<file path="config.mk">
export PLATFORM = sky130hd
export DESIGN_NAME = irq_vector_seq
export DESIGN_NICKNAME = d
export VERILOG_FILES = /design/src/rtl/irqseq_pkg.sv /design/src/rtl/irq_edge_latch.sv /design/src/rtl/irq_prio_pick.sv /design/src/rtl/irq_seq_fsm.sv /design/src/rtl/irq_vector_seq.sv
export SDC_FILE = /design/constraint.sdc
export NUM_CORES = 1
export LEC_CHECK = 0
export BUFFER_PORTS_ARGS = -buffer_cell sky130_fd_sc_hd__buf_4
export CORE_ASPECT_RATIO = 1.2
export CORE_UTILIZATION = 39
export DETAILED_ROUTE_END_ITERATION = 10
export PLACE_DENSITY = 0.81
export SLEW_MARGIN = 20
export SYNTH_ARGS = -nofsm -noshare
export SYNTH_HDL_FRONTEND = slang
export SYNTH_HIERARCHICAL = 1
export SYNTH_SLANG_ARGS = --single-unit
export TNS_END_PERCENT = 100
</file>
<file path="constraint.sdc">
create_clock -name clk -period 2.3 [get_ports clk]
set_clock_uncertainty 0.15 [all_clocks]
set_input_delay 0.23 -clock clk [delete_from_list [all_inputs] [get_ports clk]]
set_output_delay 0.23 -clock clk [all_outputs]
set_load 0.01 [all_outputs]
</file>
<file path="src/rtl/irqseq_pkg.sv">
package irqseq_pkg;

  typedef enum logic [2:0] {
    ST_IDLE  = 3'd0,
    ST_WAIT  = 3'd1,
    ST_STACK = 3'd2,
    ST_FHI   = 3'd3,
    ST_FLO   = 3'd4,
    ST_LOAD  = 3'd5
  } seq_state_t;

  localparam int unsigned IDX_RST = 0;
  localparam int unsigned IDX_NMI = 1;
  localparam int unsigned IDX_IRQ = 2;
  localparam int unsigned IDX_PER0 = 3;

endpackage

</file>
<file path="src/rtl/irq_edge_latch.sv">
module irq_edge_latch (
  input  logic clk,
  input  logic rst_n,
  input  logic pin_i,
  input  logic clr_i,
  output logic pend_o
);
  logic pin_q;
  logic pend_q;
  logic pend_d;
  logic rise;

  assign rise = pin_i & ~pin_q;

  always_comb begin
    pend_d = pend_q;
    if (clr_i) pend_d = 1'b0;
    if (rise)  pend_d = 1'b1;
  end

  always_ff @(posedge clk or negedge rst_n) begin
    if (!rst_n) begin
      pin_q  <= 1'b0;
      pend_q <= 1'b0;
    end else begin
      pin_q  <= pin_i;
      pend_q <= pend_d;
    end
  end

  assign pend_o = pend_q;

  assert_edge_latched_R8: assert property (@(posedge clk) disable iff (!rst_n)
    (pin_i && !pin_q) |=> pend_q);

  assert_level_no_retrigger_R8: assert property (@(posedge clk) disable iff (!rst_n)
    (pin_q && pin_i && !pend_q) |=> !pend_q || $rose(pin_q));

endmodule

</file>
<file path="src/rtl/irq_prio_pick.sv">
module irq_prio_pick #(
  parameter int unsigned NSRC = 7,
  localparam int unsigned IDXW = $clog2(NSRC)
) (
  input  logic            clk,
  input  logic            rst_n,
  input  logic [NSRC-1:0] pend_i,
  input  logic            i_flag_i,
  output logic            any_o,
  output logic [IDXW-1:0] grant_o
);
  logic [NSRC-1:0] elig;

  assign elig = pend_i & {{(NSRC-2){~i_flag_i}}, 2'b11};

  always_comb begin
    any_o   = 1'b0;
    grant_o = '0;
    for (int i = NSRC - 1; i >= 0; i--) begin
      if (elig[i]) begin
        any_o   = 1'b1;
        grant_o = IDXW'(i);
      end
    end
  end

  assert_masked_ignored_R7: assert property (@(posedge clk) disable iff (!rst_n)
    (i_flag_i && !pend_i[0] && !pend_i[1]) |-> !any_o);

  assert_lowest_wins_R6: assert property (@(posedge clk) disable iff (!rst_n)
    (pend_i[1] && !pend_i[0]) |-> (any_o && grant_o == IDXW'(1)));

endmodule

</file>
<file path="src/rtl/irq_seq_fsm.sv">
module irq_seq_fsm
  import irqseq_pkg::*;
#(
  parameter int unsigned IDXW = 3,
  parameter int unsigned DW = 8
) (
  input  logic            clk,
  input  logic            rst_n,
  input  logic            any_i,
  input  logic [IDXW-1:0] grant_i,
  input  logic            rst_pend_i,
  input  logic            boundary_i,
  input  logic            stack_done_i,
  input  logic            rti_i,
  input  logic            imask_set_i,
  input  logic            imask_clr_i,
  input  logic [DW-1:0]   mem_rdata_i,
  output logic            stack_req_o,
  output logic            mem_rd_o,
  output logic            addr_lo_o,
  output logic [IDXW-1:0] sel_o,
  output logic            pc_load_o,
  output logic [2*DW-1:0] pc_o,
  output logic            i_flag_o,
  output logic            clr_rst_o,
  output logic            clr_nmi_o
);
  seq_state_t      st_q, st_d;
  logic [IDXW-1:0] sel_q, sel_d;
  logic [DW-1:0]   hi_q;
  logic            hi_en;
  logic            i_q, i_d;
  logic            set_entry;

  always_comb begin
    st_d      = st_q;
    sel_d     = sel_q;
    clr_rst_o = 1'b0;
    clr_nmi_o = 1'b0;
    set_entry = 1'b0;
    case (st_q)
      ST_IDLE, ST_WAIT: begin
        if (rst_pend_i) begin
          st_d      = ST_FHI;
          sel_d     = IDXW'(IDX_RST);
          clr_rst_o = 1'b1;
          set_entry = 1'b1;
        end else if (any_i && boundary_i) begin
          st_d      = ST_STACK;
          sel_d     = grant_i;
          clr_nmi_o = (grant_i == IDXW'(IDX_NMI));
        end else if (any_i) begin
          st_d = ST_WAIT;
        end else begin
          st_d = ST_IDLE;
        end
      end
      ST_STACK: begin
        if (stack_done_i) begin
          st_d      = ST_FHI;
          set_entry = 1'b1;
        end
      end
      ST_FHI:  st_d = ST_FLO;
      ST_FLO:  st_d = ST_LOAD;
      ST_LOAD: st_d = ST_IDLE;
      default: st_d = ST_IDLE;
    endcase
  end

  always_comb begin
    i_d = i_q;
    if (rti_i || imask_clr_i) i_d = 1'b0;
    if (imask_set_i)          i_d = 1'b1;
    if (set_entry)            i_d = 1'b1;
  end

  assign hi_en = (st_q == ST_FLO);

  always_ff @(posedge clk or negedge rst_n) begin
    if (!rst_n) begin
      st_q  <= ST_IDLE;
      sel_q <= '0;
      i_q   <= 1'b1;
    end else begin
      st_q  <= st_d;
      sel_q <= sel_d;
      i_q   <= i_d;
    end
  end

  always_ff @(posedge clk or negedge rst_n) begin
    if (!rst_n) begin
      hi_q <= '0;
    end else if (hi_en) begin
      hi_q <= mem_rdata_i;
    end
  end

  assign stack_req_o = (st_q == ST_STACK);
  assign mem_rd_o    = (st_q == ST_FHI) || (st_q == ST_FLO);
  assign addr_lo_o   = (st_q == ST_FLO);
  assign pc_load_o   = (st_q == ST_LOAD);
  assign pc_o        = {hi_q, mem_rdata_i};
  assign sel_o       = sel_q;
  assign i_flag_o    = i_q;

  assert_wait_boundary_R2: assert property (@(posedge clk) disable iff (!rst_n)
    $rose(stack_req_o) |-> $past(boundary_i));

  assert_stack_hold_R3: assert property (@(posedge clk) disable iff (!rst_n)
    (stack_req_o && !stack_done_i) |=> stack_req_o);

  assert_fetch_after_done_R3: assert property (@(posedge clk) disable iff (!rst_n)
    (stack_req_o && stack_done_i) |=> mem_rd_o);

  assert_two_reads_R4: assert property (@(posedge clk) disable iff (!rst_n)
    pc_load_o |-> ($past(mem_rd_o) && $past(mem_rd_o, 2)));

  assert_entry_masked_R9: assert property (@(posedge clk) disable iff (!rst_n)
    (mem_rd_o || pc_load_o) |-> i_flag_o);

  assert_mask_gate_R7: assert property (@(posedge clk) disable iff (!rst_n)
    ($rose(stack_req_o) && sel_q >= IDXW'(IDX_IRQ)) |-> $past(!i_flag_o));

  assert_rti_clears_R9: assert property (@(posedge clk) disable iff (!rst_n)
    (rti_i && !imask_set_i && st_q == ST_IDLE && !rst_pend_i) |=> !i_flag_o);

  assert_reset_direct_R10: assert property (@(posedge clk) disable iff (!rst_n)
    (rst_pend_i && (st_q == ST_IDLE || st_q == ST_WAIT)) |=> (mem_rd_o && !stack_req_o));

endmodule

</file>
<file path="src/rtl/irq_vector_seq.sv">
module irq_vector_seq #(
  parameter int unsigned NPER = 4,
  parameter int unsigned AW = 16
) (
  input  logic                         clk,
  input  logic                         rst_n,
  input  logic                         rst_req_i,
  input  logic                         nmi_i,
  input  logic                         irq_i,
  input  logic [NPER-1:0]              periph_req_i,
  input  logic                         boundary_i,
  output logic                         stack_req_o,
  input  logic                         stack_done_i,
  input  logic                         rti_i,
  input  logic                         imask_set_i,
  input  logic                         imask_clr_i,
  input  logic [AW-1:0]                vec_base_i,
  output logic                         mem_rd_o,
  output logic [AW-1:0]                mem_addr_o,
  input  logic [AW/2-1:0]              mem_rdata_i,
  output logic                         pc_load_o,
  output logic [AW-1:0]                pc_o,
  output logic [$clog2(NPER+3)-1:0]    svc_id_o,
  output logic                         i_flag_o
);
  localparam int unsigned NSRC = NPER + 3;
  localparam int unsigned IDXW = $clog2(NSRC);
  localparam int unsigned DW   = AW / 2;
  localparam int unsigned NEDGE = 2;

  logic [NEDGE-1:0] edge_pin;
  logic [NEDGE-1:0] edge_clr;
  logic [NEDGE-1:0] edge_pend;
  logic [NSRC-1:0]  pend;
  logic             any;
  logic [IDXW-1:0]  grant;
  logic [IDXW-1:0]  sel;
  logic             addr_lo;
  logic             clr_rst;
  logic             clr_nmi;

  assign edge_pin = {nmi_i, rst_req_i};
  assign edge_clr = {clr_nmi, clr_rst};

  for (genvar g = 0; g < NEDGE; g++) begin : g_edge
    irq_edge_latch u_latch (
      .clk    (clk),
      .rst_n  (rst_n),
      .pin_i  (edge_pin[g]),
      .clr_i  (edge_clr[g]),
      .pend_o (edge_pend[g])
    );
  end

  assign pend = {periph_req_i, irq_i, edge_pend};

  irq_prio_pick #(.NSRC(NSRC)) u_pick (
    .clk      (clk),
    .rst_n    (rst_n),
    .pend_i   (pend),
    .i_flag_i (i_flag_o),
    .any_o    (any),
    .grant_o  (grant)
  );

  irq_seq_fsm #(.IDXW(IDXW), .DW(DW)) u_fsm (
    .clk          (clk),
    .rst_n        (rst_n),
    .any_i        (any),
    .grant_i      (grant),
    .rst_pend_i   (edge_pend[0]),
    .boundary_i   (boundary_i),
    .stack_done_i (stack_done_i),
    .rti_i        (rti_i),
    .imask_set_i  (imask_set_i),
    .imask_clr_i  (imask_clr_i),
    .mem_rdata_i  (mem_rdata_i),
    .stack_req_o  (stack_req_o),
    .mem_rd_o     (mem_rd_o),
    .addr_lo_o    (addr_lo),
    .sel_o        (sel),
    .pc_load_o    (pc_load_o),
    .pc_o         (pc_o),
    .i_flag_o     (i_flag_o),
    .clr_rst_o    (clr_rst),
    .clr_nmi_o    (clr_nmi)
  );

  assign mem_addr_o = vec_base_i + {{(AW-IDXW-1){1'b0}}, sel, addr_lo};
  assign svc_id_o   = sel;

  assert_lo_follows_hi_R4: assert property (@(posedge clk) disable iff (!rst_n)
    (mem_rd_o && $past(mem_rd_o)) |-> (mem_addr_o == $past(mem_addr_o) + AW'(1)));

  assert_vec_offset_R5: assert property (@(posedge clk) disable iff (!rst_n)
    (mem_rd_o && !$past(mem_rd_o)) |-> (mem_addr_o[0] == vec_base_i[0]));

endmodule

</file>
# Yosys cells after proc, flatten, opt, wreduce, memory -nomap -nowiden
# Index checks and enable logic that the tools add are counted.
dict set report classes {
  n_reduce_logical 10
  eq_ne 7
  n_mux 35
  addsub 1
  bitwise_logic 6
}
# op count
set op_table {}
lappend op_table {{$mux W3} 12}
lappend op_table {{$mux W1} 21}
lappend op_table {{$add A16 B4 Y16} 1}
lappend op_table {{$pmux W3 S4} 1}
lappend op_table {{$and A7 B7 Y7} 1}
lappend op_table {{$eq A3 B1 Y1 const B} 2}
lappend op_table {{$eq A3 B2 Y1 const B} 2}
lappend op_table {{$eq A3 B3 Y1 const B} 2}
lappend op_table {{$reduce_bool A2 Y1} 3}
lappend op_table {{$logic_not A3 Y1} 1}
lappend op_table {{$not A1 Y1} 3}
lappend op_table {{$reduce_bool A3 Y1} 1}
lappend op_table {{$and A1 B1 Y1} 2}
lappend op_table {{$logic_or A1 B1 Y1} 2}
lappend op_table {{$ne A2 B1 Y1 const B} 1}
lappend op_table {{$pmux W1 S2} 1}
lappend op_table {{$reduce_and A2 Y1} 1}
lappend op_table {{$reduce_or A2 Y1} 1}
lappend op_table {{$logic_and A1 B1 Y1} 1}
dict set report word_totals {
  out_inout_bits 39
  inputBits 38
  ff_bits 19
  wordCells 67
}

# Longest topological paths before layout
# Gate-level depths: netlist (run 1).
dict set report logic_depth {
  depth_word 15
  ltp_mapped 9
  ltp_nobuf 7
}

# Hierarchy
# The synthesis (run 1) kept the hierarchy.
# module seq_area_each_um2 n_inst area_per_inst_um2 cells_each
set by_module_without_submodules {}
lappend by_module_without_submodules {irq_seq_fsm 376.6 1 753.2 64}
lappend by_module_without_submodules {irq_vector_seq 0.0 1 345.3 45}
lappend by_module_without_submodules {irq_edge_latch 50.0 2 70.1 5}
lappend by_module_without_submodules {irq_prio_pick 0.0 1 76.3 14}

# Worst setup path before layout (run 1)
# OpenSTA, ideal clock, no wires.
dict set report synth_timing {
  path_kind {register -> output}
  start {reg u_fsm.st_q[2]}
  end {out mem_addr_o[14]}
  arrival_time_ps 1969
  n_path_buf 1
  slack_ps -49
  required_ps 1920
  stages_incl_launch_ff 9
  cell_sequence {dfrtp_1 -> nor3b_4 -> buf_6 -> ha_1 -> fa_1 -> a21o_1 -> a21oi_2 -> nand2b_1 -> xnor2_1}
}
dict set report synth_via {
  elab_chain_cells 2
}
# item line_no
set synth_lines {}
lappend synth_lines {{start: declaration} irq_seq_fsm.sv:28} ;# seq_state_t st_q, st_d;
lappend synth_lines {{start signal: assignment} irq_seq_fsm.sv:86} ;# st_q <= st_d;
lappend synth_lines {{$eq A3 B3 Y1} irq_seq_fsm.sv:102} ;# assign addr_lo_o = (st_q == ST_FLO);
lappend synth_lines {{via addr_lo} irq_vector_seq.sv:38} ;# logic addr_lo;
lappend synth_lines {{$add A16 B4 Y16} irq_vector_seq.sv:89} ;# assign mem_addr_o = vec_base_i + {{(AW-IDXW-1){1'b0}}, sel, addr_lo};
lappend synth_lines {{end: declaration} irq_vector_seq.sv:19} ;# output logic [AW-1:0] mem_addr_o,
# The timed path passes the listed nets, and every way through them passes these cells.

# Worst setup path after layout (run 1)
# Same ends and word-level chain as after synthesis.

==> flow_metrics.env, run 1 <==
export IMPL_htree_levels=1
export IMPL_cts_root_buf="clkbuf_4"
export IMPL_worstSetupPathType="reg -> out"
export IMPL_cts_sinks=19
export IMPL_antenna_found_initial=0
export IMPL_worstPathRequired_ps=1920
export IMPL_worstPathMaxFanout=6
export IMPL_pin_count=77
export IMPL_hold_path_class="in -> reg"
export IMPL_critPathSlowestCell="dfrtp_1"
export IMPL_max_slew_margin_pct=66.7
export IMPL_track_usage_pct=18.5
export IMPL_synth_yosys_seq_area_share_pct=36.3
export IMPL_die_h_um=65.6
export IMPL_synth_fp_nets=176
export IMPL_crit_arrival_ps=2180
export IMPL_grt_max_degree=20
export IMPL_maxCapViolCount=0
export IMPL_drt_antenna_violating_nets=0
export IMPL_clockBufferDepth=2
export IMPL_fin_util_pct=65.6
export IMPL_first_iter_violations=35
export IMPL_vias=1322
export IMPL_grt_pass1_wl_um=4980
export IMPL_cts_buffers_inserted=3
export IMPL_p_leak_nw=1.02
export IMPL_std_cell_rows=22
export IMPL_post_route_min_period_ps=2560
export IMPL_path_delay_family="adder cells"
export IMPL_irDropWorstVdd_mv=0.614
export IMPL_hpwl_um=2570
export IMPL_antenna_cells=0
export IMPL_ys_ff_latch=19
export IMPL_drc=0
export IMPL_setup_slack_ps=-257
export IMPL_yosysWarnings=6
export IMPL_area_delta_synth_final_pct=56.5
export IMPL_overflow=0
export IMPL_dr_pass1_iters=4
export IMPL_syn_inst=133
export IMPL_finalCritPeriodShare_pct=111
export IMPL_power_density_nw_per_um2=788
export IMPL_cts_tree="yes"
export IMPL_wl_um=3380
export IMPL_report_final_setup_viol=12
export IMPL_pre_cts_ws_ps=-36.1
export IMPL_cpPeakStageDelay_ps=390
export IMPL_place_congestion=0.848
export IMPL_grt_pass1_vias=1236
export IMPL_fmax_mhz=391
export IMPL_io_buffers=76
export IMPL_grt_setup_unrepaired="true"
export IMPL_tightest_slew_ps=496
export IMPL_final_max_slew_viol_count=0
export IMPL_finalHoldWorstSlack_ps=14.7
export IMPL_wl_per_cell_um=13.4
export IMPL_syn_area_per_cell_um2=9.89
export IMPL_fp_dieArea_um2=3610
export IMPL_avgViaCountPerCell=5.23
export IMPL_critPathCaptureType="primary output"
export IMPL_clk_latency_ps=290
export IMPL_synth_cell_types=35
export IMPL_worstPathCellList="nor3b_4 -> ha_2 -> fa_2 -> a21o_1 -> a21oi_4 -> nand2b_4 -> xnor2_2 -> buf_4"
export IMPL_initial_core_util_pct=41.9
export IMPL_critPathLaunchType="flip-flop"
export IMPL_violations="negative setup slack"
export IMPL_core_area_um2=3140
export IMPL_cp_buffers_inverters=1
export IMPL_fin_nets=261
export IMPL_hold_viol_final=0
export IMPL_path_clk_slew_ps=110
export IMPL_status="finished with violations"
export IMPL_die_w_um=55.0
export IMPL_netlist_area_um2=1320
export IMPL_drive_gt1_share_pct=54.4
## cell families after synthesis
kind of cell / synth area share, %
AO/OA/AOI/OAI: 15.4
XOR/XNOR: 9.32
adder cells (fa/ha/maj): 5.33
buffers and inverters: 8.28
flip-flops: 36.3
multiplexers: 6.85
AND/OR/NAND/NOR: 18.6
## flip-flops by register name, summed over array words and instances, names as in the netlist
name and cells:
u_fsm/sel_o 3, u_fsm/i_flag_o 1, g_edge.u_latch/pin_q 2, g_edge.u_latch/pend_o 2
u_fsm/hi_q 8, u_fsm/st_q 3
## final timing paths
path	startpoint	endpoint	slack [ps]	cells after the start
worst max-delay path	u_fsm/st_q[2]	mem_addr_o[14]	-260	8
worst min-delay path	stack_done_i	u_fsm/i_flag_o	10	3
worst max register to register	u_fsm/st_q[2]	g_edge[1].u_latch/pend_o	450	7
worst min register to register	g_edge[1].u_latch/pin_q	g_edge[1].u_latch/pend_o	300	1
max in group asynchronous	rst_n	u_fsm/i_flag_o	1560	2
min in group asynchronous	rst_n	g_edge[0].u_latch/pin_q	180	2
## area by class of cell
class	count	area [um^2]
multi-input cells	98	797
flip-flops and latches	19	477
clock buffers	3	22.5
well taps	36	45.0
clock inverters	1	5.00
repair buffers	91	693
inverters	5	18.8
fillers	287	1080
## report_power, final
group / switching, mW / internal, mW
registers: 0.0908 / 0.466
clock network: 0.104 / 0.0648
logic: 0.396 / 0.502
## worst register-to-register path, delay by kind of cell (launching register included)
family	cells	cell delay [ps]
buffers and inverters	3	400
AOI/OAI and AO/OA	1	100
DFF	1	390
and+or+nand+nor	3	690
## layer usage
metal	vias to the layer above	global-route usage, %	part of all wire [%]
met5	-	0	0
met4	0	2.81	0.62
met1	621	19.9	36
li1	637	-	-
met2	62	36.1	56
met3	2	3.01	7.6
## cells in the mapped netlist (all sizes together)
cell,count,area [um^2]
a2111oi,1,15.0
a211oi,2,15.0
a21o,3,22.5
a21oi,3,18.8
a22oi,3,22.5
and3b,1,10.0
and4,2,17.5
and4bb,1,12.5
buf,11,90.1
dfrtp,18,450
dfstp,1,26.3
fa,1,20.0
ha,4,50.1
inv,5,18.8
mux2,8,90.1
nand2,10,37.5
nand2b,2,12.5
nand3,3,15.0
nand3b,1,7.51
nand4,4,25.0
nor2,9,33.8
nor2b,2,12.5
nor3,4,20.0
nor3b,3,33.8
nor4,1,6.26
o21ai,10,50.0
o21bai,4,33.8
o22ai,2,25.0
xnor2,9,78.8
xor2,5,43.8
## placed cells by master (no fill, tap or decap), drive strengths merged, types with 3 or more instances in the layout
cell type,instances
buf,87
ha,4
a22oi,3
nor3b,3
a21oi,3
dlygate4sd3,4
nor2,9
clkbuf,3
o21bai,4
nand3,3
nor3,4
xor2,5
nand4,4
dfrtp,18
a21o,3
o21ai,10
mux2,8
inv,5
xnor2,9
nand2,10
## repair_timing
item                       in CTS  in global routing
hold buffers                    4                  0
setup buffers                   2                  2
pin swaps                       8                  6
setup endpoints to repair      12                 12
resized for setup               4                  6
gates cloned                    0                  0
hold endpoints to repair       22                  0
## per-stage QoR
step	instance area (um^2)	cells	total power, mW	TNS, ps
final	2060	253	1.62	-1900
after global routing	2060	253	1.74	-3470
after CTS	2010	251	1.62	-2130
after detailed placement	1910	241	1.42	-36.1
after global placement	1910	241	1.40	0
after floorplan	1330	133	1.04	-0.573
(Power assumes the default switching activity.)
==> run 2: changes to the inputs <==
--- a/config.mk
+++ b/config.mk
@@ -7,12 +7,11 @@
 export LEC_CHECK = 0
 export BUFFER_PORTS_ARGS = -buffer_cell sky130_fd_sc_hd__buf_4
 export CORE_ASPECT_RATIO = 1.2
-export CORE_UTILIZATION = 39
+export CORE_UTILIZATION = 38
 export DETAILED_ROUTE_END_ITERATION = 10
-export PLACE_DENSITY = 0.81
+export PLACE_DENSITY = 0.8
 export SLEW_MARGIN = 20
 export SYNTH_ARGS = -nofsm -noshare
 export SYNTH_HDL_FRONTEND = slang
-export SYNTH_HIERARCHICAL = 1
 export SYNTH_SLANG_ARGS = --single-unit
 export TNS_END_PERCENT = 100
==> flow_metrics.env, run 2 <==
export IMPL_die_w_um=54.3
export IMPL_worstPathCellList="nor3b_4 -> ha_2 -> fa_2 -> a211oi_2 -> nor2_2 -> and4_4 -> xor2_2 -> buf_4"
export IMPL_area_delta_synth_final_pct=67.3
export IMPL_p_clk_share_pct=9.6
export IMPL_io_buffers=76
export IMPL_pre_cts_ws_ps=4.17
export IMPL_worstSetupPathType="reg -> out"
export IMPL_drc=0
export IMPL_critPathSlowestCell="dfrtp_1"
export IMPL_largest_reg_flops=8
export IMPL_worstPathRequired_ps=1920
export IMPL_crit_path_start="u_fsm.st_q[2]"
export IMPL_fmax_mhz=397
export IMPL_largest_register="u_fsm.hi_q"
export IMPL_synth_yosys_seq_area_share_pct=38.3
export IMPL_setup_slack_ps=-217
export IMPL_dr_pass1_iters=4
export IMPL_drive_gt1_share_pct=62.2
export IMPL_fp_dieArea_um2=3510
export IMPL_place_congestion=0.834
export IMPL_fin_nets=253
export IMPL_intPower_mw=1.10
export IMPL_crit_arrival_ps=2140
export IMPL_yosysTopAreaCell="dfrtp_1"
export IMPL_antenna_cells=0
export IMPL_synth_commonest_cells="dfrtp_1, mux2_2, buf_4, nand2_1, xnor2_1"
export IMPL_path_clk_slew_ps=100
export IMPL_critPathLaunchType="flip-flop"
export IMPL_r2r_start="u_fsm.st_q[1]"
export IMPL_grt_setup_unrepaired="true"
export IMPL_grt_max_degree=20
export IMPL_cts_root_buf="clkbuf_4"
export IMPL_core_area_um2=3080
export IMPL_track_usage_pct=18.0
export IMPL_vias=1245
export IMPL_first_iter_violations=9
export IMPL_initial_core_util_pct=40.4
export IMPL_critPathCaptureType="primary output"
export IMPL_cpPeakStageDelay_ps=390
export IMPL_htree_levels=1
export IMPL_ys_ff_latch=19
export IMPL_violations="negative setup slack"
export IMPL_post_route_min_period_ps=2520
export IMPL_n_fill_cell=242
export IMPL_cts_sinks=19
export IMPL_r2r_cells=6
export IMPL_syn_inst=123
export IMPL_power_density_nw_per_um2=825
export IMPL_synth_area_top_cells="dfrtp_1, mux2_2, xnor2_1"
export IMPL_status="finished with violations"
export IMPL_sw_frac_of_total_pct=35.9
export IMPL_tightest_slew_ps=347
export IMPL_synth_edf_count=0
export IMPL_yosysWarnings=0
export IMPL_clockBufferDepth=2
export IMPL_avgViaCountPerCell=5.08
export IMPL_std_cell_rows=22
export IMPL_hold_path_class="in -> reg"
export IMPL_report_final_setup_viol=12
export IMPL_grt_pass1_vias=1207
export IMPL_p_switching_uw=617
export IMPL_final_common_cell="buf_4"
export IMPL_finalCritPeriodShare_pct=109
export IMPL_r2r_end="u_fsm.sel_o[0]"
export IMPL_cts_buffers_inserted=3
export IMPL_final_cell_mix="buf_4, dfrtp_1, mux2_2"
export IMPL_grt_pass1_wl_um=4750
export IMPL_overflow=0
export IMPL_synth_cell_types=38
export IMPL_p_leak_nw=1.01
export IMPL_antenna_found_initial=0
export IMPL_finalHoldWorstSlack_ps=19.4
export IMPL_r2r_setup_slack_ps=520
export IMPL_synth_most_common_cell="dfrtp_1"
export IMPL_setup_tns_final_ps=-1620
export IMPL_clk_latency_ps=290
export IMPL_worstPathMaxFanout=4
export IMPL_hold_viol_final=0
export IMPL_die_h_um=64.7
export IMPL_netlist_area_um2=1250
export IMPL_drt_antenna_violating_nets=0
export IMPL_crit_end="mem_addr_o[8]"
export IMPL_hpwl_um=2500
export IMPL_pin_count=77
export IMPL_async_flop_share_pct=100
export IMPL_maxCapViolCount=0
export IMPL_comb_power_share_pct=57.1
export IMPL_syn_area_per_cell_um2=10.1
export IMPL_synth_flop_cell="dfrtp_1"
export IMPL_synth_fp_nets=166
export IMPL_wl_um=3120
export IMPL_wl_per_cell_um=12.7
export IMPL_p_seq_share_pct=33.3
export IMPL_cts_tree="yes"
export IMPL_irDropWorstVdd_mv=0.646
export IMPL_max_slew_margin_pct=76.6
export IMPL_final_max_slew_viol_count=0
export IMPL_synth_top_area_share_pct=36.1
==> run 2: cell types whose count changed in the layout (fill, tap and decap cells not counted), sizes merged, moves of 2 or more <==
cell	delta
o21ai	-5
and3	+4
nor3	-3
a22oi	-2
inv	-2
mux2	+2
nand4	-2
o22ai	-2
==> run 2: layer usage <==
metal,GRT usage (%),wire (um)
met1,18.2,1070
met2,35.5,1760
met3,2.82,263
met4,4.81,24
met5,0,0
==> run 2: cell type report <==
type | instances | area (um^2) | share of cell area (%)
flip-flops and latches | 19 | 478 | 22.9
clock buffers | 4 | 26.3 | 1.26
inverters | 3 | 11.3 | 0.540
well taps | 36 | 45.0 | 2.16
repair buffers | 91 | 699 | 33.6
multi-input cells | 92 | 825 | 39.6
==> run 2: cells by family (layout without fill, tap and decap cells) <==
logic type	after synthesis	in the layout	share of synthesized area, %
compound gates	22	22	12.0
xor+xnor	13	13	9.14
fa+ha+maj	5	5	5.62
buf+inv	12	98	6.32
flops	19	19	38.3
mux	10	10	9.04
simple gates	42	42	19.6
==> run 2: worst min-delay path by stage <==
stage | from | to | slack (ps) | depth (start not counted)
floorplan | rst_n | g_edge[0].u_latch.pend_o | -220 | 0
global placement | rst_n | g_edge[1].u_latch.pin_q | -40 | 1
CTS | mem_rdata_i[5] | u_fsm.hi_q[5] | 20 | 2
finish | mem_rdata_i[0] | u_fsm.hi_q[0] | 20 | 2
global route | mem_rdata_i[7] | u_fsm.hi_q[7] | 10 | 2
detailed placement | rst_n | g_edge[0].u_latch.pend_o | -40 | 1
==> run 2: timing repair <==
item | 4_1_cts | 5_1_grt
setup buffers | 4 | 2
endpoints found under the hold margin | 23 | 0
setup endpoints to repair | 12 | 13
hold buffers | 5 | 0
resized for setup | 10 | 8
pin swaps | 14 | 9
==> run 2: power by group through the flow <==
stage | Sequential (mW) | Combinational [mW] | Clock [mW]
after floorplan | 0.622 | 0.431 | 0
after detailed placement | 0.577 | 0.911 | 0
after global placement | 0.567 | 0.887 | 0
after CTS | 0.574 | 0.956 | 0.165
final | 0.572 | 0.982 | 0.164
after global routing | 0.590 | 1.08 | 0.181
==> run 2: through the flow <==
stage / power [mW] / std cells / area, um^2 / utilization (%)
after floorplan: 1.05 / 123 / 1290 / -
after global placement: 1.45 / 230 / 1860 / 60.4
after detailed placement: 1.49 / 230 / 1860 / 60.4
after CTS: 1.70 / 243 / 2010 / 65.3
after global routing: 1.85 / 245 / 2080 / 67.6
final: 1.72 / 245 / 2080 / 67.6
==> run 2: worst max-delay path: cells and delay by family (launching register included) <==
| family | cells | cell delay [ps] |
|---|---|---|
| DFF | 1 | 390 |
| AOI/OAI and AO/OA | 1 | 230 |
| and+or+nand+nor | 3 | 410 |
| adders and majority gates | 2 | 520 |
| xor gates and xnor gates | 1 | 160 |
| buffers and inverters | 1 | 140 |
